**src/rtl/cmx_pkg.sv**
```systemverilog
package cmx_pkg;
  localparam int unsigned ADDR_W  = 4;
  localparam int unsigned NSRC    = 1 << ADDR_W;
  localparam int unsigned FRAME_W = ADDR_W + 1;

  typedef logic [ADDR_W-1:0]  code_t;
  typedef logic [NSRC-1:0]    onehot_t;
  typedef logic [FRAME_W-1:0] frame_t;

  // one-hot decode of a source code
  function automatic onehot_t code_to_onehot(input code_t c);
    onehot_t v;
    v = '0;
    v[c] = 1'b1;
    return v;
  endfunction

  // direct pins take over unless every pin is high
  function automatic logic pins_direct(input code_t p);
    return p != '1;
  endfunction

  // address field of a stored frame
  function automatic code_t frame_code(input frame_t f);
    return f[FRAME_W-1:1];
  endfunction
endpackage

```
**src/rtl/cmx_sync.sv**
```systemverilog
module cmx_sync #(
  parameter int unsigned W      = 1,
  parameter int unsigned STAGES = 2,
  parameter logic [W-1:0] RST_VAL = '0
) (
  input  logic         clk,
  input  logic         rst_n,
  input  logic [W-1:0] d,
  output logic [W-1:0] q
);
  logic [W-1:0] stg [STAGES];

  always_ff @(posedge clk or negedge rst_n) begin
    if (!rst_n) begin
      for (int i = 0; i < STAGES; i++) stg[i] <= RST_VAL;
    end else begin
      stg[0] <= d;
      for (int i = 1; i < STAGES; i++) stg[i] <= stg[i-1];
    end
  end

  assign q = stg[STAGES-1];
endmodule

```
**src/rtl/cmx_serial.sv**
```systemverilog
module cmx_serial
  import cmx_pkg::*;
(
  input  logic   clk,
  input  logic   rst_n,
  input  logic   sck_s,
  input  logic   cs_s,
  input  logic   mosi_s,
  input  logic   serial_en,
  output frame_t chain,
  output frame_t store,
  output logic   commit_evt,
  output logic   miso,
  output logic   miso_oe
);
  logic p_sck, p_cs, armed;
  logic sck_rise, sck_fall, cs_fall, cs_rise;

  always_ff @(posedge clk or negedge rst_n) begin
    if (!rst_n) begin
      p_sck <= 1'b0;
      p_cs  <= 1'b1;
    end else begin
      p_sck <= sck_s;
      p_cs  <= cs_s;
    end
  end

  assign sck_rise = sck_s & ~p_sck;
  assign sck_fall = ~sck_s & p_sck;
  assign cs_fall  = ~cs_s & p_cs;
  assign cs_rise  = cs_s & ~p_cs;

  assign commit_evt = cs_rise & armed & serial_en;

  // arming: select must fall while the serial clock is high
  always_ff @(posedge clk or negedge rst_n) begin
    if (!rst_n)                              armed <= 1'b0;
    else if (cs_rise || !serial_en)          armed <= 1'b0;
    else if (cs_fall && sck_s)               armed <= 1'b1;
  end

  always_ff @(posedge clk or negedge rst_n) begin
    if (!rst_n) begin
      chain <= '0;
      store <= '0;
      miso  <= 1'b0;
    end else begin
      if (armed && serial_en && !cs_s && sck_rise)
        chain <= {chain[FRAME_W-2:0], mosi_s};
      if (armed && serial_en && !cs_s && sck_fall)
        miso <= chain[FRAME_W-2];
      if (commit_evt)
        store <= chain;
    end
  end

  assign miso_oe = ~cs_s & serial_en;
endmodule

```
**src/rtl/cmx_select.sv**
```systemverilog
module cmx_select
  import cmx_pkg::*;
#(
  parameter int unsigned SETTLE_CYCLES = 100
) (
  input  logic    clk,
  input  logic    rst_n,
  input  code_t   eff_code,
  input  logic    code_ok,
  input  logic    sd_s,
  output onehot_t sel,
  output logic    sel_valid
);
  localparam int unsigned CW = $clog2(SETTLE_CYCLES + 1);
  localparam logic [CW-1:0] RELOAD = CW'(SETTLE_CYCLES);

  code_t         cur_code;
  logic          cur_ok;
  logic [CW-1:0] cnt;
  logic          change;

  assign change = (eff_code != cur_code) || (code_ok != cur_ok);

  always_ff @(posedge clk or negedge rst_n) begin
    if (!rst_n) begin
      cur_code <= '0;
      cur_ok   <= 1'b1;
      cnt      <= RELOAD;
    end else begin
      cur_code <= eff_code;
      cur_ok   <= code_ok;
      if (change || !sd_s)  cnt <= RELOAD;
      else if (cnt != '0)   cnt <= cnt - 1'b1;
    end
  end

  assign sel       = (sd_s && cur_ok) ? code_to_onehot(cur_code) : '0;
  assign sel_valid = sd_s && cur_ok && (cnt == '0);
endmodule

```
**src/rtl/cell_mux_ctrl.sv**
```systemverilog
module cell_mux_ctrl
  import cmx_pkg::*;
#(
  parameter int unsigned NCELL         = 14,
  parameter int unsigned SETTLE_CYCLES = 100,
  parameter int unsigned SYNC_STAGES   = 2
) (
  input  logic              clk,
  input  logic              sck,
  input  logic              cs_n,
  input  logic              mosi,
  input  logic              rreg_n,
  input  logic              sd_n,
  input  logic [ADDR_W-1:0] dsel,
  output logic              miso,
  output logic              miso_oe,
  output logic [NSRC-1:0]   sel,
  output logic              force_cur,
  output logic              sel_valid
);
  localparam int unsigned SW = ADDR_W + 4;
  localparam logic [SW-1:0] SYNC_RST = {{ADDR_W{1'b1}}, 4'b0010};

  logic [SW-1:0] raw_in, syn;
  code_t         dir_s;
  logic          sd_s, mosi_s, cs_s, sck_s;
  logic          dir_mode, code_ok, commit_evt;
  code_t         eff_code;
  frame_t        chain, store;

  assign raw_in = {dsel, sd_n, mosi, cs_n, sck};

  cmx_sync #(.W(SW), .STAGES(SYNC_STAGES), .RST_VAL(SYNC_RST)) u_sync (
    .clk(clk), .rst_n(rreg_n), .d(raw_in), .q(syn)
  );

  assign {dir_s, sd_s, mosi_s, cs_s, sck_s} = syn;
  assign dir_mode = pins_direct(dir_s);

  cmx_serial u_ser (
    .clk(clk), .rst_n(rreg_n), .sck_s(sck_s), .cs_s(cs_s), .mosi_s(mosi_s),
    .serial_en(~dir_mode), .chain(chain), .store(store),
    .commit_evt(commit_evt), .miso(miso), .miso_oe(miso_oe)
  );

  assign eff_code = dir_mode ? dir_s : frame_code(store);
  assign code_ok  = !dir_mode || (32'(dir_s) < NCELL);

  cmx_select #(.SETTLE_CYCLES(SETTLE_CYCLES)) u_selc (
    .clk(clk), .rst_n(rreg_n), .eff_code(eff_code), .code_ok(code_ok),
    .sd_s(sd_s), .sel(sel), .sel_valid(sel_valid)
  );

  assign force_cur = store[0];
endmodule

```
**config.mk**
```make
export PLATFORM = sky130hd
export DESIGN_NAME = cell_mux_ctrl
export DESIGN_NICKNAME = d
export VERILOG_FILES = /design/src/rtl/cmx_pkg.sv /design/src/rtl/cmx_sync.sv /design/src/rtl/cmx_serial.sv /design/src/rtl/cmx_select.sv /design/src/rtl/cell_mux_ctrl.sv
export SDC_FILE = /design/constraint.sdc
export NUM_CORES = 1
export LEC_CHECK = 0
export ABC_AREA = 1
export BUFFER_PORTS_ARGS = -buffer_cell sky130_fd_sc_hd__buf_2
export CAP_MARGIN = 25
export CORE_ASPECT_RATIO = 1.4
export CORE_MARGIN = 1.5
export CORE_UTILIZATION = 45
export CTS_CLUSTER_SIZE = 28
export DETAILED_ROUTE_END_ITERATION = 10
export PLACE_DENSITY_LB_ADDON = 0.1
export SYNTH_ARGS = -nofsm -noshare
export SYNTH_HDL_FRONTEND = slang
export SYNTH_SLANG_ARGS = --single-unit
```
**constraint.sdc**
```tcl
create_clock -name clk -period 1.6 [get_ports clk]
set_input_delay 0.08 -clock clk [delete_from_list [all_inputs] [get_ports clk]]
set_output_delay 0.08 -clock clk [all_outputs]
set_load 0.01 [all_outputs]
```
==> results.rst <==
.. list-table::
   :header-rows: 1

   * - Metric
     - Value
   * - Average via count per standard cell
     - 4.76
   * - Worst Skew
     - 0.0105 ns
   * - Post-Synth XOR/XNOR Area
     - 1.43%
   * - Final-stage net count
     - 277
   * - Setup slack of the most critical reg-to-reg path
     - 0.03 ns
   * - Total inserted antenna cells
     - 0
   * - Residual DRC count
     - 0
   * - Post-Synthesis Cell Area
     - 0.00184 mm²
   * - Worst-case clock buffer depth
     - 2
   * - Routed WL per cell
     - roughly 11 µm
   * - IO buf count
     - 29
   * - Fin. max-slew vios
     - 0
   * - Worst slew margin
     - 66.7%
   * - Global-route wire length before repair
     - 5580 µm
   * - Share of cells above drive strength 1
     - 37.5%
   * - I/O pins
     - 30
   * - Outcome
     - finished clean
   * - Unrepaired setup endpoints after global routing
     - true
   * - Worst hold start
     - u_sync.stg[12]
   * - Reg2Reg Launch Point
     - u_sync.q[5]
   * - Site row count
     - 27
   * - Core region area
     - about 0.0039 mm²
   * - Clock Latency Late Sink
     - 0.29 ns
   * - Worst setup SP type
     - register
   * - Largest fanout on the critical path
     - 6
   * - Simple-gate share of the synthesized area
     - between 20% and 30%
   * - CP Capture Type
     - register
   * - Critical Path Slowest Stage Cell
     - sky130_fd_sc_hd__dfstp_2
   * - Post-Syn Instances
     - between 200 and 250
   * - Final critical-path share of the clock period
     - 97.8%
   * - Commonest non-fill, non-tap cell in the layout
     - sky130_fd_sc_hd__nand2_1
   * - Minimum setup slack in the final design
     - 0.0348 ns
   * - Final HPWL DP
     - 2340 µm
   * - Critical path arrival
     - 1.79 ns
   * - Power density normalized to cell area
     - approximately 840 mW/mm²
   * - Max-Cap Viols
     - 0
   * - Vias in the first global route
     - ~1,300
   * - Commonest non-fill, non-tap cells in the layout
     - 39 x sky130_fd_sc_hd__nand2_1, 31 x sky130_fd_sc_hd__inv_1, 30 x sky130_fd_sc_hd__buf_2
   * - Die area
     - between 0.004 and 0.005 mm²
   * - Synth Warn #
     - 0
   * - Die extent in y
     - 78.7 µm
   * - Detail Route Antenna Nets
     - 0
   * - Post-synthesis compound-gate area fraction
     - 6.66%
   * - Worst supply voltage drop on vdd
     - 0.730 mV
   * - Post-Synthesis Mean Instance Area
     - 8.94 µm²
   * - Die X-Extent
     - between 50 and 60 µm
   * - Worst Hold Path EP
     - u_sync.q[4]
   * - Starting density of the core
     - 47.0%
   * - Area taken by multi-input logic gates
     - 716 µm²
   * - Routability congestion estimate
     - 0.796
   * - Number of DRC markers in iteration 0
     - a little over 60
   * - Post-synthesis share of cell area spent on full adders, half adders and majority gates
     - 0.679%
   * - Post-layout power
     - 0.00201 W
   * - Gr ovfl total
     - 0
   * - Cell breakdown of the critical path
     - nand2_2 -> nor2_4 -> nand2_2 -> or2_4 -> buf_2 -> a21oi_2
   * - DR pass1 iterations
     - 5
   * - Area taken by flip-flops and latches
     - around 0.0011 mm²
   * - Hold Fails Final Rpt
     - 0
   * - TritonCTS clock tree
     - built
   * - Worst Hold Slack
     - roughly 0.34 ns
   * - Net Count, Synth
     - around 220
   * - Sinks on Clock Net
     - 42
   * - Mux cell area share after synthesis
     - 0%
   * - CP peak stage delay
     - 0.57 ns
   * - Routed wire length
     - between 3000 and 4000 µm
   * - Largest family of logic cells by synthesized area
     - simple AND/OR/NAND/NOR gates
   * - Final setup violation count
     - 0
   * - Reg2Reg Capture Point
     - u_ser.store[4]
   * - Worst hold path class
     - reg2reg
   * - Setup slack after placement
     - 0.0406 ns
   * - End-of-flow core utilization
     - 61.3%
   * - Number of fill cells
     - 329
   * - Setup total negative slack
     - 0 ns
   * - Max Freq
     - ~640 MHz
   * - Cell at the root of the clock tree
     - sky130_fd_sc_hd__clkbuf_8
   * - Area growth from synthesis to layout
     - 30.4%
   * - Logic depth of the worst register-to-register path
     - 6
   * - Required time of the worst setup path
     - about 1.8 ns
   * - Cell depth of the worst hold path
     - 0
   * - Antenna violations before repair
     - 0
   * - Cell mode on critical path
     - sky130_fd_sc_hd__nand2_2
   * - Actual transition at the worst max-transition pin
     - approximately 0.50 ns
   * - Static leakage power
     - 1.18 nW
   * - Distinct cells, synth
     - 24
   * - Largest net degree at the start of global routing
     - 43
   * - Overall global routing resource usage
     - 15.7%
   * - Worst Path Class, Setup
     - reg2reg
   * - Routed via count
     - 1,477
   * - Clock period minus worst slack
     - 1.57 ns
   * - Sequential cell area fraction in the yosys report
     - 58.1%
   * - TritonCTS Buffers
     - 5
   * - # H-tree levels
     - 2
   * - Number of storage elements in the synthesis netlist
     - 42
   * - Clock input transition at the sequential cells of the worst setup and hold paths
     - 0.08 ns
-- per-stage QoR --
stage	area, µm²	instances
3_3_place_gp	2070	282
3_5_place_dp	2070	282
4_1_cts	2250	299
2_1_floorplan	1840	206
6_report	2400	310
5_1_grt	2400	310
-- kinds of logic (layout without fill, tap and decap cells) --
family / count (synthesis) / after routing
xor+xnor: 3 / 3
simple gates: 108 / 109
fa+ha+maj: 1 / 1
flops: 42 / 42
compound gates: 18 / 18
buf+inv: 34 / 94
-- cell usage after synthesis --
library cell | instances | area share [%]
sky130_fd_sc_hd__o21a_1 | 1 | 0.41
sky130_fd_sc_hd__dfrtp_1 | 27 | 37
sky130_fd_sc_hd__nand2_2 | 6 | 2.0
sky130_fd_sc_hd__ha_1 | 1 | 0.68
sky130_fd_sc_hd__o41ai_1 | 1 | 0.48
sky130_fd_sc_hd__dfstp_2 | 15 | 21
sky130_fd_sc_hd__or2_2 | 1 | 0.34
sky130_fd_sc_hd__a21boi_2 | 1 | 0.61
sky130_fd_sc_hd__nand3_2 | 1 | 0.54
sky130_fd_sc_hd__nor2_4 | 1 | 0.61
sky130_fd_sc_hd__o21ai_2 | 4 | 1.9
sky130_fd_sc_hd__nand2_1 | 45 | 9.2
sky130_fd_sc_hd__o21ai_0 | 6 | 1.6
sky130_fd_sc_hd__nor2_1 | 27 | 5.5
sky130_fd_sc_hd__buf_6 | 1 | 0.61
sky130_fd_sc_hd__a21oi_2 | 1 | 0.48
sky130_fd_sc_hd__a31oi_1 | 1 | 0.34
sky130_fd_sc_hd__or2_0 | 1 | 0.34
sky130_fd_sc_hd__inv_1 | 33 | 6.7
sky130_fd_sc_hd__nor3_1 | 6 | 1.6
sky130_fd_sc_hd__nor2_2 | 3 | 1.0
sky130_fd_sc_hd__nand3_1 | 17 | 4.6
sky130_fd_sc_hd__xor2_1 | 3 | 1.4
sky130_fd_sc_hd__a21oi_1 | 3 | 0.81
-- layout make-up --
cell class	instances	share of cell area (%)
Tap cell	43	2.24
Multi-Input combinational cell	131	29.8
Sequential cell	42	44.5
Inverter	33	5.16
Clock buffer	8	3.75
Timing Repair Buffer	53	14.5
-- what timing repair did --
action / 4_1_cts / 5_1_grt
hold buffers: 9 / 0
setup endpoints to repair: 2 / 27
cloned: 0 / 2
gates resized for setup: 5 / 20
hold endpoints to repair: 35 / 0
buffers inserted: 0 / 9
pin swaps: 0 / 6
-- state kept, by name, indices dropped and copies added (netlist names) --
name             flops
u_sync.q             8
u_sync.stg           8
u_selc.cnt           7
u_ser.chain          5
u_ser.store          5
u_selc.cur_code      4
u_selc.cur_ok        1
u_ser.armed          1
u_ser.miso           1
u_ser.p_cs           1
u_ser.p_sck          1
-- worst max path at each step --
stage / from / endpoint
5_1_grt: u_sync.q[5] / u_ser.store[2]
3_3_place_gp: u_sync.q[7] / u_selc.cnt[3]
4_1_cts: u_selc.cnt[0] / sel_valid
3_5_place_dp: u_sync.q[7] / u_selc.cnt[3]
6_report: u_sync.q[5] / u_ser.store[4]
2_1_floorplan: u_sync.q[7] / u_ser.store[4]
-- worst max-delay path, delay by kind of cell, from the launching register on --
kind	cells	cell delay [ns]
and+or+nand+nor	4	0.63
DFF	1	0.57
buffers and inverters	1	0.17
AOI/OAI and AO/OA	1	0.13
-- report_power, final --
part / internal, W / total (W) / switching, W
sequential: 0.00111 / 0.00113 / 0.0000229
combinational: 0.0000839 / 0.000202 / 0.000118
clock: 0.000352 / 0.000681 / 0.000330
-- metal layers --
layer  global-route usage [%]  share of wire, %  wire (µm)  up-vias
met3                     4.40               4.2        142        7
met5                        0                 0          0        -
met4                     6.05               1.8         62        0
li1                         -                 -          -      757
met1                     18.0                42       1420      677
met2                     27.4                52       1770       36
Power figures use the tool's default switching activity.
